<file path="config.mk">
export PLATFORM = sky130hd
export DESIGN_NAME = errCaptureReg
export DESIGN_NICKNAME = d
export VERILOG_FILES = /design/src/rtl/errcap_pkg.sv /design/src/rtl/errcap_ctrl.sv /design/src/rtl/errcap_dp.sv /design/src/rtl/errCaptureReg.sv
export SDC_FILE = /design/constraint.sdc
export NUM_CORES = 1
export LEC_CHECK = 0
export ABC_AREA = 1
export CAP_MARGIN = 20
export CORE_MARGIN = 2
export CORE_UTILIZATION = 34
export CTS_CLUSTER_SIZE = 16
export DETAILED_ROUTE_END_ITERATION = 16
export PLACE_DENSITY_LB_ADDON = 0.08
export SLEW_MARGIN = 40
export SYNTH_ARGS = -nofsm -noshare
export SYNTH_HDL_FRONTEND = slang
export SYNTH_SLANG_ARGS = --single-unit
</file>
<file path="constraint.sdc">
create_clock -name clk -period 1.6 [get_ports clk]
set_clock_uncertainty 0.1 [all_clocks]
set_input_delay 0.24 -clock clk [delete_from_list [all_inputs] [get_ports clk]]
set_output_delay 0.24 -clock clk [all_outputs]
set_load 0.05 [all_outputs]
</file>
<file path="src/rtl/errcap_pkg.sv">
package errcap_pkg;
  typedef struct packed {
    logic capture;
    logic seqWr;
  } capStrobe_t;
endpackage

</file>
<file path="src/rtl/errcap_ctrl.sv">
module errcap_ctrl
  import errcap_pkg::*;
#(
  parameter int ERR_BITS = 4
) (
  input  logic                clk,
  input  logic                rstN,
  input  logic [ERR_BITS-1:0] errSet,
  input  logic                statusWrEn,
  input  logic                captureWrEn,
  input  logic [ERR_BITS-1:0] clrData,
  output logic [ERR_BITS-1:0] errStatus,
  output logic                locked,
  output capStrobe_t          stb
);
  logic [ERR_BITS-1:0] clrMask;
  logic [ERR_BITS-1:0] afterClr;
  logic [ERR_BITS-1:0] statusNext;
  logic                newErr;

  always_comb begin
    clrMask     = statusWrEn ? clrData : '0;
    afterClr    = errStatus & ~clrMask;
    newErr      = |errSet;
    statusNext  = afterClr | errSet;
    stb.capture = newErr && (!locked || afterClr == '0);
    stb.seqWr   = captureWrEn && !locked && !newErr;
  end

  always_ff @(posedge clk) begin
    if (!rstN) begin
      errStatus <= '0;
      locked    <= 1'b0;
    end else begin
      errStatus <= statusNext;
      locked    <= |statusNext;
    end
  end

  assert_err_locks_R2: assert property (@(posedge clk) disable iff (!rstN)
    newErr |=> locked);

  assert_w1c_clears_R5: assert property (@(posedge clk) disable iff (!rstN)
    (statusWrEn && errSet == '0) |=> ((errStatus & $past(clrData)) == '0));

  assert_lock_holds_R6: assert property (@(posedge clk) disable iff (!rstN)
    (locked && !statusWrEn) |=> locked);
endmodule

</file>
<file path="src/rtl/errcap_dp.sv">
module errcap_dp
  import errcap_pkg::*;
#(
  parameter int SEQ_W  = 7,
  parameter int TYPE_W = 5,
  parameter int IDX_W  = 2,
  parameter int NXM_W  = 8,
  parameter int ADDR_W = 8,
  parameter int DATA_W = 32
) (
  input  logic              clk,
  input  logic              rstN,
  input  capStrobe_t        stb,
  input  logic              locked,
  input  logic [SEQ_W-1:0]  seqState,
  input  logic [TYPE_W-1:0] cycType,
  input  logic [IDX_W-1:0]  beatIdx,
  input  logic [ADDR_W-1:0] addrHi,
  input  logic [IDX_W-1:0]  addrLo,
  input  logic [NXM_W-1:0]  nxmFlags,
  input  logic [SEQ_W-1:0]  seqWrData,
  output logic [DATA_W-1:0] captureWord,
  output logic [IDX_W-1:0]  failBeat
);
  localparam int RSV_W = DATA_W - SEQ_W - TYPE_W - IDX_W - NXM_W - ADDR_W;

  logic [SEQ_W-1:0]  capSeq;
  logic [TYPE_W-1:0] capType;
  logic [IDX_W-1:0]  capIdx;
  logic [NXM_W-1:0]  capNxm;
  logic [ADDR_W-1:0] capHi;
  logic [IDX_W-1:0]  capLo;

  always_ff @(posedge clk) begin
    if (!rstN) begin
      capSeq  <= '0;
      capType <= '0;
      capIdx  <= '0;
      capNxm  <= '0;
      capHi   <= '0;
      capLo   <= '0;
    end else if (stb.capture) begin
      capSeq  <= seqState;
      capType <= cycType;
      capIdx  <= beatIdx;
      capNxm  <= nxmFlags;
      capHi   <= addrHi;
      capLo   <= addrLo;
    end else if (stb.seqWr) begin
      capSeq  <= seqWrData;
    end
  end

  always_comb begin
    captureWord = {capSeq, capType, {RSV_W{1'b0}}, capIdx, capNxm, capHi};
    failBeat    = capLo + capIdx;
  end

  assert_locked_hold_R4: assert property (@(posedge clk) disable iff (!rstN)
    (locked && !stb.capture) |=> $stable(captureWord));
endmodule

</file>
<file path="src/rtl/errCaptureReg.sv">
module errCaptureReg
  import errcap_pkg::*;
#(
  parameter int ERR_BITS = 4,
  parameter int SEQ_W    = 7,
  parameter int TYPE_W   = 5,
  parameter int IDX_W    = 2,
  parameter int NXM_W    = 8,
  parameter int ADDR_W   = 8,
  parameter int DATA_W   = 32
) (
  input  logic                clk,
  input  logic                rstN,
  input  logic [ERR_BITS-1:0] errSet,
  input  logic [SEQ_W-1:0]    seqState,
  input  logic [TYPE_W-1:0]   cycType,
  input  logic [IDX_W-1:0]    beatIdx,
  input  logic [ADDR_W-1:0]   addrHi,
  input  logic [IDX_W-1:0]    addrLo,
  input  logic [NXM_W-1:0]    nxmFlags,
  input  logic                statusWrEn,
  input  logic                captureWrEn,
  input  logic [DATA_W-1:0]   wrData,
  output logic [ERR_BITS-1:0] errStatus,
  output logic [DATA_W-1:0]   captureWord,
  output logic                locked,
  output logic [IDX_W-1:0]    failBeat
);
  capStrobe_t stb;

  errcap_ctrl #(.ERR_BITS(ERR_BITS)) uCtrl (
    .clk(clk), .rstN(rstN), .errSet(errSet), .statusWrEn(statusWrEn),
    .captureWrEn(captureWrEn), .clrData(wrData[ERR_BITS-1:0]),
    .errStatus(errStatus), .locked(locked), .stb(stb)
  );

  errcap_dp #(.SEQ_W(SEQ_W), .TYPE_W(TYPE_W), .IDX_W(IDX_W), .NXM_W(NXM_W),
              .ADDR_W(ADDR_W), .DATA_W(DATA_W)) uDp (
    .clk(clk), .rstN(rstN), .stb(stb), .locked(locked),
    .seqState(seqState), .cycType(cycType), .beatIdx(beatIdx),
    .addrHi(addrHi), .addrLo(addrLo), .nxmFlags(nxmFlags),
    .seqWrData(wrData[DATA_W-1 -: SEQ_W]),
    .captureWord(captureWord), .failBeat(failBeat)
  );
endmodule

</file>
=== Yosys cells after proc, flatten, opt, wreduce, memory -nomap -nowiden ===
Index checks and enable logic that the tools add are counted.

* Add/sub/neg operators: 1
* Mux-type cells: 3
* Bitwise gates (word level): 3
* Reduce and logical (&&, ||, !) cells: 10

{| class="wikitable"
|+ Operators with widths
! operator !! count
|-
| 2-to-1 mux 7 bit || 2
|-
| OR reduction 4 bit || 2
|-
| bitwise AND 4 bit || 1
|-
| zero test 4 bit || 1
|-
| 2-to-1 mux 4 bit || 1
|-
| inverter 4 bit || 1
|-
| OR 4 bit || 1
|-
| logical AND 1 bit || 3
|-
| adder 2 bit || 1
|-
| zero test 1 bit || 2
|-
| nonzero test 2 bit || 1
|-
| logical OR 1 bit || 1
|}

* Bits in registers: 37
* Input bits: 72
* Output and inout bits: 39
* Logic and storage cells: 25

=== Logic depth before layout (Yosys ltp) ===
Gate-level depths: netlist (run 1).

* Word-level depth: 7
* Mapped depth: 9
* Gate-level depth less buffers: 8

=== Modules after synthesis ===
From an unflattened synthesis (run 1), not the netlist that was laid out.

* Cells, all modules: 210
* Area, all modules: 1,496.4 um2

{| class="wikitable"
|+ By module, submodules not included
! module !! times used !! cells each !! area an instance (um2) !! sequential area each (um2)
|-
| errcap_dp || 1 || 171 || 1,255.0 || 640.6
|-
| errcap_ctrl || 1 || 39 || 241.5 || 100.1
|}

=== Worst setup path before layout (run 1) ===
No wires, ideal clock.

* Kind: register to output
* Start: register uDp.capIdx[1]
* End: output port failBeat[1]
* Arrival: 1.645 ns
* Required time: 1.260 ns
* Path slack: -0.385 ns
* Stages on the path, launching flop included: 3
* Path buffers: 0
* Cells stage by stage: dfxtp_1 -> xnor2_1 -> xnor2_1

* Cells in the longest elaborated chain, start to end: 1

{| class="wikitable"
|+ RTL lines
! element !! RTL line !! text
|-
| start: declaration || errcap_dp.sv:29 || <nowiki>logic [IDX_W-1:0] capIdx;</nowiki>
|-
| start signal: assignment || errcap_dp.sv:45 || <nowiki>capIdx <= beatIdx;</nowiki>
|-
| adder 2 bit || errcap_dp.sv:56 || <nowiki>failBeat = capLo + capIdx;</nowiki>
|-
| end: declaration || errCaptureReg.sv:27 || <nowiki>output logic [IDX_W-1:0] failBeat</nowiki>
|}

Every way passes these cells.

=== Worst setup path in the final report (run 1) ===
* Start: register uDp.capIdx[0]
* End: output port failBeat[1]

Same word-level chain as after synthesis.

==> results of run 1 <==
==> flip-flops by register name, indices dropped and copies added, names as in the netlist <==
name / cells
uDp.capLo: 2
uDp.capHi: 8
uCtrl.locked: 1
uDp.capIdx: 2
uCtrl.errStatus: 4
uDp.capNxm: 8
uDp.capSeq: 7
uDp.capType: 5
==> cells in the mapped netlist <==
master,instances,area share
nor2_1,55,0.14
dfxtp_1,37,0.48
nand2_1,31,0.076
o21ai_0,20,0.065
nand3_1,15,0.049
inv_1,12,0.029
a21oi_1,11,0.036
clkbuf_1,5,0.012
o21ai_1,4,0.013
buf_6,3,0.022
nand2_2,3,0.012
buf_4,2,0.0098
xnor2_1,2,0.011
a31oi_1,1,0.0041
buf_8,1,0.0098
conb_1,1,0.0025
ha_1,1,0.0082
inv_2,1,0.0025
o21ai_2,1,0.0057
o21ai_4,1,0.011
==> through the flow <==
stage / TNS, ns / setup slack (ns) / hold slack (ns) / power (mW)
finish: 0 / 0.07297 / 0.2822 / 3.009
global route: 0 / 0.002733 / 0.3293 / 3.156
CTS: 0 / 0.009210 / 0.3902 / 3.042
detailed placement: -8.103 / -0.2993 / 0.3739 / 2.066
global placement: -6.693 / -0.2527 / 0.3643 / 2.058
floorplan: -0.02245 / -0.02245 / 0.2485 / 1.674
==> cell type report <==
| cell class | count | area [sq um] |
|---|---|---|
| Fill cell | 422 | 1734 |
| Timing Repair Buffer | 100 | 940.9 |
| Sequential cell | 37 | 747.0 |
| Multi-Input combinational cell | 147 | 680.7 |
| Clock buffer | 5 | 68.82 |
| Clock inverter | 3 | 68.82 |
| Tap cell | 52 | 65.06 |
| Inverter | 13 | 48.80 |
==> cells by family (layout without fill, tap and decap cells) <==
group	count (synthesis)	after routing	synth area share
adders and majority gates	1	1	0.008182
DFF	37	37	0.4845
and+or+nand+nor	104	104	0.2725
AOI/OAI and AO/OA	38	38	0.1350
other	1	2	0.002453
buffers and inverters	24	121	0.08591
xor gates and xnor gates	2	2	0.01146
==> critical path: cells and delay by family, from the launching register on <==
family / cells / cell delay, ns
buffers and inverters: 1 / 0.16
DFF: 1 / 0.34
xor gates and xnor gates: 1 / 0.17
adders and majority gates: 1 / 0.23
==> power groups by stage <==
stage	Combinational [mW]	Clock [mW]	Sequential, mW
5_1_grt	1.04	1.04	1.08
3_5_place_dp	0.976	0	1.09
3_3_place_gp	0.971	0	1.09
6_report	0.974	0.966	1.07
4_1_cts	0.978	0.996	1.07
2_1_floorplan	0.295	0	1.38
==> worst min path at each step <==
stage                       start            endpoint  slack [ns]  cells after the start
finish                 statusWrEn  uCtrl.errStatus[1]        0.28                      4
global route           statusWrEn  uCtrl.errStatus[0]        0.33                      4
CTS                 uDp.capSeq[5]       uDp.capSeq[5]        0.39                      2
detailed placement   uDp.capHi[4]        uDp.capHi[4]        0.37                      2
global placement     uDp.capHi[4]        uDp.capHi[4]        0.36                      2
floorplan                    rstN      uDp.capType[1]        0.25                      2
==> cells in the final DEF, fill, tap and decap left out, types with 2 or more instances in the layout <==
cell type / instances
nand2_2: 2
buf_12: 5
inv_1: 12
nor2_1: 55
nand3_1: 15
clkdlybuf4s50_1: 49
o21ai_1: 9
a21oi_1: 11
conb_1: 2
dfxtp_1: 32
xnor2_2: 2
clkbuf_8: 5
dfxtp_2: 5
bufinv_16: 2
o21ai_0: 15
nand2_1: 31
buf_4: 45
==> repair_timing <==
| action | in CTS | in global routing |
|---|---|---|
| hold buffers | 0 | 0 |
| gates resized for setup | 0 | 8 |
| setup endpoints to repair | 0 | 33 |
==> per-layer routing <==
| metal | up-vias | share of wire | GRT usage |
|---|---|---|---|
| li1 | 847 | - | - |
| met1 | 692 | 0.44 | 0.1984 |
| met2 | 53 | 0.48 | 0.2648 |
| met3 | 4 | 0.066 | 0.04558 |
| met4 | 0 | 0.011 | 0.05660 |
| met5 | - | 0 | 0 |
==> flow_summary.ini, run 1 <==
[finish]
finalNetCount = 377
n_antenna_cell = 0
fin_cells = 357
postLayoutCellArea_sq_mm = 0.002620
drive_gt1_frac = 0.2328
finish.utilization = 0.6017
area_growth_pct = 71.36

[place]
io_buffers = 87
placedCellCount = 349
place_area_sq_mm = 0.002467
gp_congestion = 0.7999
dp_hpwl_microns = 3043

[synth]
ys_types = 20
syn_avg_cell_area_sq_um = 7.386
synth_seq_area_share = 0.4845
synth_seq_cells = 37
yosysWarnings = 0
syn_inst = 207
syn_area_sq_mm = 0.001529

[power_and_ir_drop]
pwr-share-seq = 0.355
internal-power_mw = 2.035
leakage_nw = 1.246
p_sw_frac = 0.3236
cellPowerDensity_mw_per_mm2 = 1148
switchingPower_uw = 973.9
clkPwrFrac = 0.321
irDropWorstVdd_v = 0.0004574
combPwrFrac = 0.324

[critical_path]
cp_cell_sequence = ha_1 -> xnor2_2 -> buf_12
crit_fanout = 3
r2r_slack_ns = 0.27
crit_path_start = uDp.capIdx[0]
rr_worst_depth = 7
slowest_stage = dfxtp_1
worst-endpoint-arrival_ns = 1.19
slowest_delay_ns = 0.34
critical_path_required_ns = 1.26
worstSetupPathType = reg2out
critPathCaptureType = primary output
critPathCapture = failBeat[1]
rr_startpoint = uCtrl.errStatus[2]
worstReg2RegEnd = uDp.capHi[5]
crit_path_start_kind = register

[hold_path]
hold_path_class = in2reg

[routing]
first_pass_iters = 4
detail-route-antenna-nets = 0
drc = 0
wire_per_inst_microns = 11.01
avgViaCountPerCell = 4.471
drt_iter0_markers = 88
vias = 1596
wirelength_microns = 3930

[floorplan]
die_w_microns = 71.06
die_h_microns = 71.06
core_sq_mm = 0.004354
die_area_sq_mm = 0.005050
rows = 24
initial_core_util = 0.3511
pin_count = 111

[global_route]
grt_pass1_vias = 1493
grt_pass1_wl_microns = 6520
grt_max_degree = 26
grt_overflow = 0
antenna_found_initial = 0
grtUsageTotal = 0.1596

[timing]
finalCritPeriodShare = 0.9544
final_max_slew_viol_count = 0
finalHoldViolCount = 0
setup_violations = 0
max_freq_ghz = 0.6549
fin_crit_ns = 1.527
rsz0062_at_grt = no

[clock_network]
clk_latency_ns = 0.28
cts_buffers = 5
cts_tree = built
clk_pin_slew_ns = 0.08
root_buffer = clkbuf_8
htreeDepth = 2
clock-sinks = 37
post_cts_buffers = 0
clockBufferDepth = 2

[run_status]
outcome = completed

[job]
drv_cap = 0
Power figures use the tool's default switching activity.
==> run 2, diff against run 1 <==
Settings changed: CELL_PAD_IN_SITES_DETAIL_PLACEMENT set to 1, CELL_PAD_IN_SITES_GLOBAL_PLACEMENT set to 1, CORE_UTILIZATION 34 to 22, TNS_END_PERCENT set to 100.
==> run 2 against run 1 <==
Net effect:
- sequential cell count unchanged
- global-route usage shrank 3.5 points
- clock power fell by 1%
- critical path depth is the same
- core utilization down 20 points
- die area increased by 51%
- non-clock buffer count increased by 2
- fmax down 0.53%
- worst setup slack worse by 0.0082 ns
- sequential power hardly changed
- cell count grew 8.4%
- first-iteration DRC count shrank 53%
==> flow_summary.ini, run 2 (synthesized netlist as in run 1, its figures left out) <==
[place]
io_buffers = 87
dp_hpwl_microns = 3635
post-place-ws_ns = -0.3588
place_area_sq_mm = 0.002567
gp_congestion = 0.7554

[clock_network]
clk_latency_ns = 0.28
root_buffer = clkbuf_8
clk_pin_slew_ns = 0.08
cts_tree = built
htreeDepth = 2
cts_buffers = 5
clock-sinks = 37
holdBufCountCts = 0
post_cts_buffers = 0
clockBufferDepth = 2

[finish]
multi_input_area_sq_um = 686.9
biggestRegsByFlops = uDp.capHi (8), uDp.capNxm (8), uDp.capSeq (7)
postLayoutCellArea_sq_mm = 0.002731
nFillCells = 821
final_cell_mix = 55 x nor2_1, 49 x clkdlybuf4s50_1, 41 x buf_4
drive_gt1_frac = 0.2476
n_antenna_cell = 0
finalNetCount = 379
area_growth_pct = 78.64
layout_commonest_cell = nor2_1
regArea_sq_um = 748.2

[floorplan]
die_h_microns = 87.37
core_sq_mm = 0.006756
die_area_sq_mm = 0.007633
rows = 30
pin_count = 111
die_w_microns = 87.37
initial_core_util = 0.2263

[critical_path]
crit_path_start_kind = register
worst-endpoint-arrival_ns = 1.20
slowest_delay_ns = 0.35
critical_path_required_ns = 1.26
slowest_stage = dfxtp_2
rr_worst_depth = 7
critPathCaptureType = primary output
cp_cell_sequence = ha_2 -> xnor2_2 -> buf_12
worstSetupPathType = reg2out
crit_fanout = 3

[global_route]
grt_pass1_wl_microns = 7465
grt_pass1_vias = 1587
grt_overflow = 0
grt_max_degree = 26
grtUsageTotal = 0.1243
antenna_found_initial = 0

[power_and_ir_drop]
combPwrFrac = 0.334
pwr-share-seq = 0.353
internal-power_mw = 2.062
leakage_nw = 1.265
p_sw_frac = 0.3252
switchingPower_uw = 993.5
cellPowerDensity_mw_per_mm2 = 1119
clkPwrFrac = 0.313
totalPowerFinal_mw = 3.055
irDropWorstVdd_v = 0.0003513

[timing]
finalCritPeriodShare = 0.9595
setup_violations = 0
holdWs_ns = 0.3851
final_max_slew_viol_count = 0
setup_slack_ns = 0.06480
max_freq_ghz = 0.6514
fin_setup_tns_ns = 0
finalHoldViolCount = 0
rsz0062_at_grt = yes
fin_crit_ns = 1.535

[hold_path]
hold_path_class = reg2reg
holdPathStages = 2

[routing]
avgViaCountPerCell = 4.178
wirelength_microns = 4672
wire_per_inst_microns = 12.07
drc = 0
drt_iter0_markers = 41
first_pass_iters = 4
detail-route-antenna-nets = 0
vias = 1617

[job]
drv_cap = 0

[run_status]
outcome = completed
==> run 2: cell count changes in the layout (fill, tap and decap cells not counted), sizes merged <==
cell / delta
buf: +2
clkinv: +1
dlygate4sd2: +1
dlymetal6s2s: -1
inv: -1
==> run 2: cell type report <==
cell class,count,share of cell area
clock buffers,5,0.02519
multi-input cells,147,0.2515
clock inverters,3,0.02382
flip-flops and latches,37,0.2739
repair buffers,102,0.3710
inverters,13,0.01787
well taps,80,0.03665
==> run 2: power groups by stage <==
| stage | Clock [mW] | Sequential (mW) | Combinational, mW |
|---|---|---|---|
| 2_1_floorplan | 0 | 1.38 | 0.295 |
| 3_3_place_gp | 0 | 1.10 | 1.01 |
| 3_5_place_dp | 0 | 1.10 | 1.01 |
| 4_1_cts | 0.990 | 1.08 | 1.02 |
| 5_1_grt | 1.03 | 1.09 | 1.10 |
| 6_report | 0.955 | 1.08 | 1.02 |
==> run 2: worst paths after layout <==
kind                      start       endpoint  slack [ns]
min reg2reg        uDp.capHi[0]   uDp.capHi[0]        0.39
min                uDp.capHi[0]   uDp.capHi[0]        0.39
max               uDp.capIdx[0]    failBeat[1]        0.06
max reg2reg  uCtrl.errStatus[3]  uDp.capNxm[3]        0.23
==> run 2: stage by stage <==
step	cells	util
after detailed placement	379	0.3800
after CTS	387	0.4009
after global routing	387	0.4043
after floorplan	208	-
final	387	0.4043
after global placement	379	0.3800
==> run 2: worst max-delay path: cells and delay by family, from the launching register on <==
family | cells | cell delay, ns
xor+xnor | 1 | 0.20
buf+inv | 1 | 0.16
fa+ha+maj | 1 | 0.20
flops | 1 | 0.35
==> run 2: routing by layer <==
| metal | vias up | wire [microns] | track usage |
|---|---|---|---|
| met2 | 47 | 2286 | 0.2039 |
| met1 | 715 | 2056 | 0.1550 |
| met5 | - | 0 | 0 |
| li1 | 850 | - | - |
| met4 | 0 | 58 | 0.03776 |
| met3 | 5 | 270 | 0.03981 |
==> run 2: timing repair <==
item / in CTS / in global routing
pin swaps: 1 / 0
hold endpoints to repair: 0 / 0
endpoints found under the setup margin: 21 / 15
resized for setup: 6 / 11
cloned: 0 / 0
==> run 3, diff against run 2 <==
Settings changed: CORE_MARGIN 2 to 5, CORE_UTILIZATION 22 to 23, CTS_BUF_LIST set to sky130_fd_sc_hd__clkbuf_2 sky130_fd_sc_hd__clkbuf_4 sky130_fd_sc_hd__clkbuf_8.
==> run 3 against run 2 <==
Net effect:
- first-iteration DRC count down 59%
- worst setup slack worse by 0.0010 ns
- count of clock-buffer cells in the layout up 1
- wire length up 5.3%
- via count down 0.74%
- critical path depth unchanged
- core utilization up 0.51 points
- design area down 3.8%
- critical path type unchanged
- largest cell class unchanged
==> flow_summary.ini, run 3 (synthesized netlist as in run 1, its figures left out) <==
[finish]
fin_cells = 381
n_antenna_cell = 0
biggestRegsByFlops = uDp.capHi (8), uDp.capNxm (8), uDp.capSeq (7)
final_cell_mix = 55 x nor2_1, 49 x clkdlybuf4s50_1, 41 x buf_4
finish.utilization = 0.4093
area_growth_pct = 71.93
finalNetCount = 376
layout_commonest_cell = nor2_1
drive_gt1_frac = 0.2368

[critical_path]
slowest_delay_ns = 0.34
crit_path_start_kind = register
r2r_slack_ns = 0.25
critPathCaptureType = primary output
rr_startpoint = uCtrl.errStatus[2]
cp_cell_sequence = ha_2 -> xnor2_2 -> buf_12
crit_path_start = uDp.capIdx[0]
worstSetupPathType = reg2out
critPathTopFamily = flip-flops
worst-endpoint-arrival_ns = 1.20
crit_fanout = 3
path_buf_inv = 1
slowest_stage = dfxtp_2
critical_path_required_ns = 1.26

[global_route]
grt_pass1_vias = 1624
grt_pass1_wl_microns = 7962
grt_overflow = 0
grt_util_met2 = 0.2027
globalRouteMet1Util = 0.1361
antenna_found_initial = 0
top_usage_layer = met2
grt_max_degree = 26
grtUsageTotal = 0.1173
grt_use_met3 = 0.03884

[place]
placedCellCount = 373
dp_hpwl_microns = 3898
io_buffers = 87
gp_congestion = 0.7264

[floorplan]
initial_core_util = 0.2381
die_area_sq_mm = 0.008379
rows = 29
die_h_microns = 91.54
die_w_microns = 91.54
core_sq_mm = 0.006422
pin_count = 111

[clock_network]
clockBufferDepth = 2
holdBufCountCts = 0
cts_buffers = 5
clk_pin_slew_ns = 0.07
post_cts_buffers = 0
clock-sinks = 37
cts_resized = 0
clk_latency_ns = 0.28
htreeDepth = 2
cts_tree = built
root_buffer = clkbuf_8

[routing]
detail-route-antenna-nets = 0
vias = 1605
drt_iter0_markers = 17
avgViaCountPerCell = 4.213
wirelength_microns = 4920
wire_per_inst_microns = 12.91
drc = 0
first_pass_iters = 4

[timing]
finalHoldViolCount = 0
fin_crit_ns = 1.536
fin_setup_tns_ns = 0
finalCritPeriodShare = 0.9602
rsz0062_at_grt = no
max_freq_ghz = 0.6509
final_max_slew_viol_count = 0
setup_violations = 0

[hold_path]
hold_path_class = in2reg
hp-start = statusWrEn

[power_and_ir_drop]
cellPowerDensity_mw_per_mm2 = 1032
irDropWorstVdd_v = 0.0003180
leakage_nw = 1.230

[job]
drv_cap = 0

[run_status]
outcome = completed
run 3: worst min-delay path, delay by kind of cell:
| family | cells | cell delay (ns) |
|---|---|---|
| buffers and inverters | 1 | 0.15 |
| AO/OA/AOI/OAI | 1 | 0.08 |
| AND/OR/NAND/NOR | 2 | 0.16 |
run 3: through the flow:
| step | hold WS, ns | power (mW) | worst slack, ns | instance area, sq um |
|---|---|---|---|---|
| floorplan | 0.2485 | 1.674 | -0.02245 | 1546 |
| global placement | 0.3651 | 2.088 | -0.2731 | 2529 |
| detailed placement | 0.3727 | 2.099 | -0.2934 | 2529 |
| CTS | 0.3907 | 2.759 | 0.007965 | 2615 |
| global route | 0.3117 | 2.876 | 0.0003284 | 2629 |
| finish | 0.2847 | 2.713 | 0.06376 | 2629 |
run 3: area by class of cell:
cell class | instances | area [sq um]
tap | 77 | 96.34
fill | 791 | 3794
clock inverter | 2 | 10.01
sequential | 37 | 748.2
inverter | 13 | 48.80
multi-input combinational | 147 | 678.2
timing repair buffer | 99 | 970.9
clock buffer | 6 | 76.32
run 3: metal layers:
metal / up-vias / wire, microns
met5: - / 0
met4: 0 / 44
met3: 2 / 306
met2: 48 / 2429
met1: 711 / 2140
li1: 844 / -
run 3: final timing paths:
path                             end  cells after the start
hold / removal    uCtrl.errStatus[0]                      4
hold reg to reg        uDp.capNxm[5]                      2
setup reg to reg       uDp.capIdx[1]                      7
setup / recovery         failBeat[1]                      3
run 3: report_power, final:
part | leakage, nW | internal (mW) | total [mW] | switching [mW]
combinational | 0.871 | 0.406 | 0.994 | 0.589
sequential | 0.310 | 1.02 | 1.08 | 0.0601
clock | 0.0484 | 0.319 | 0.644 | 0.325
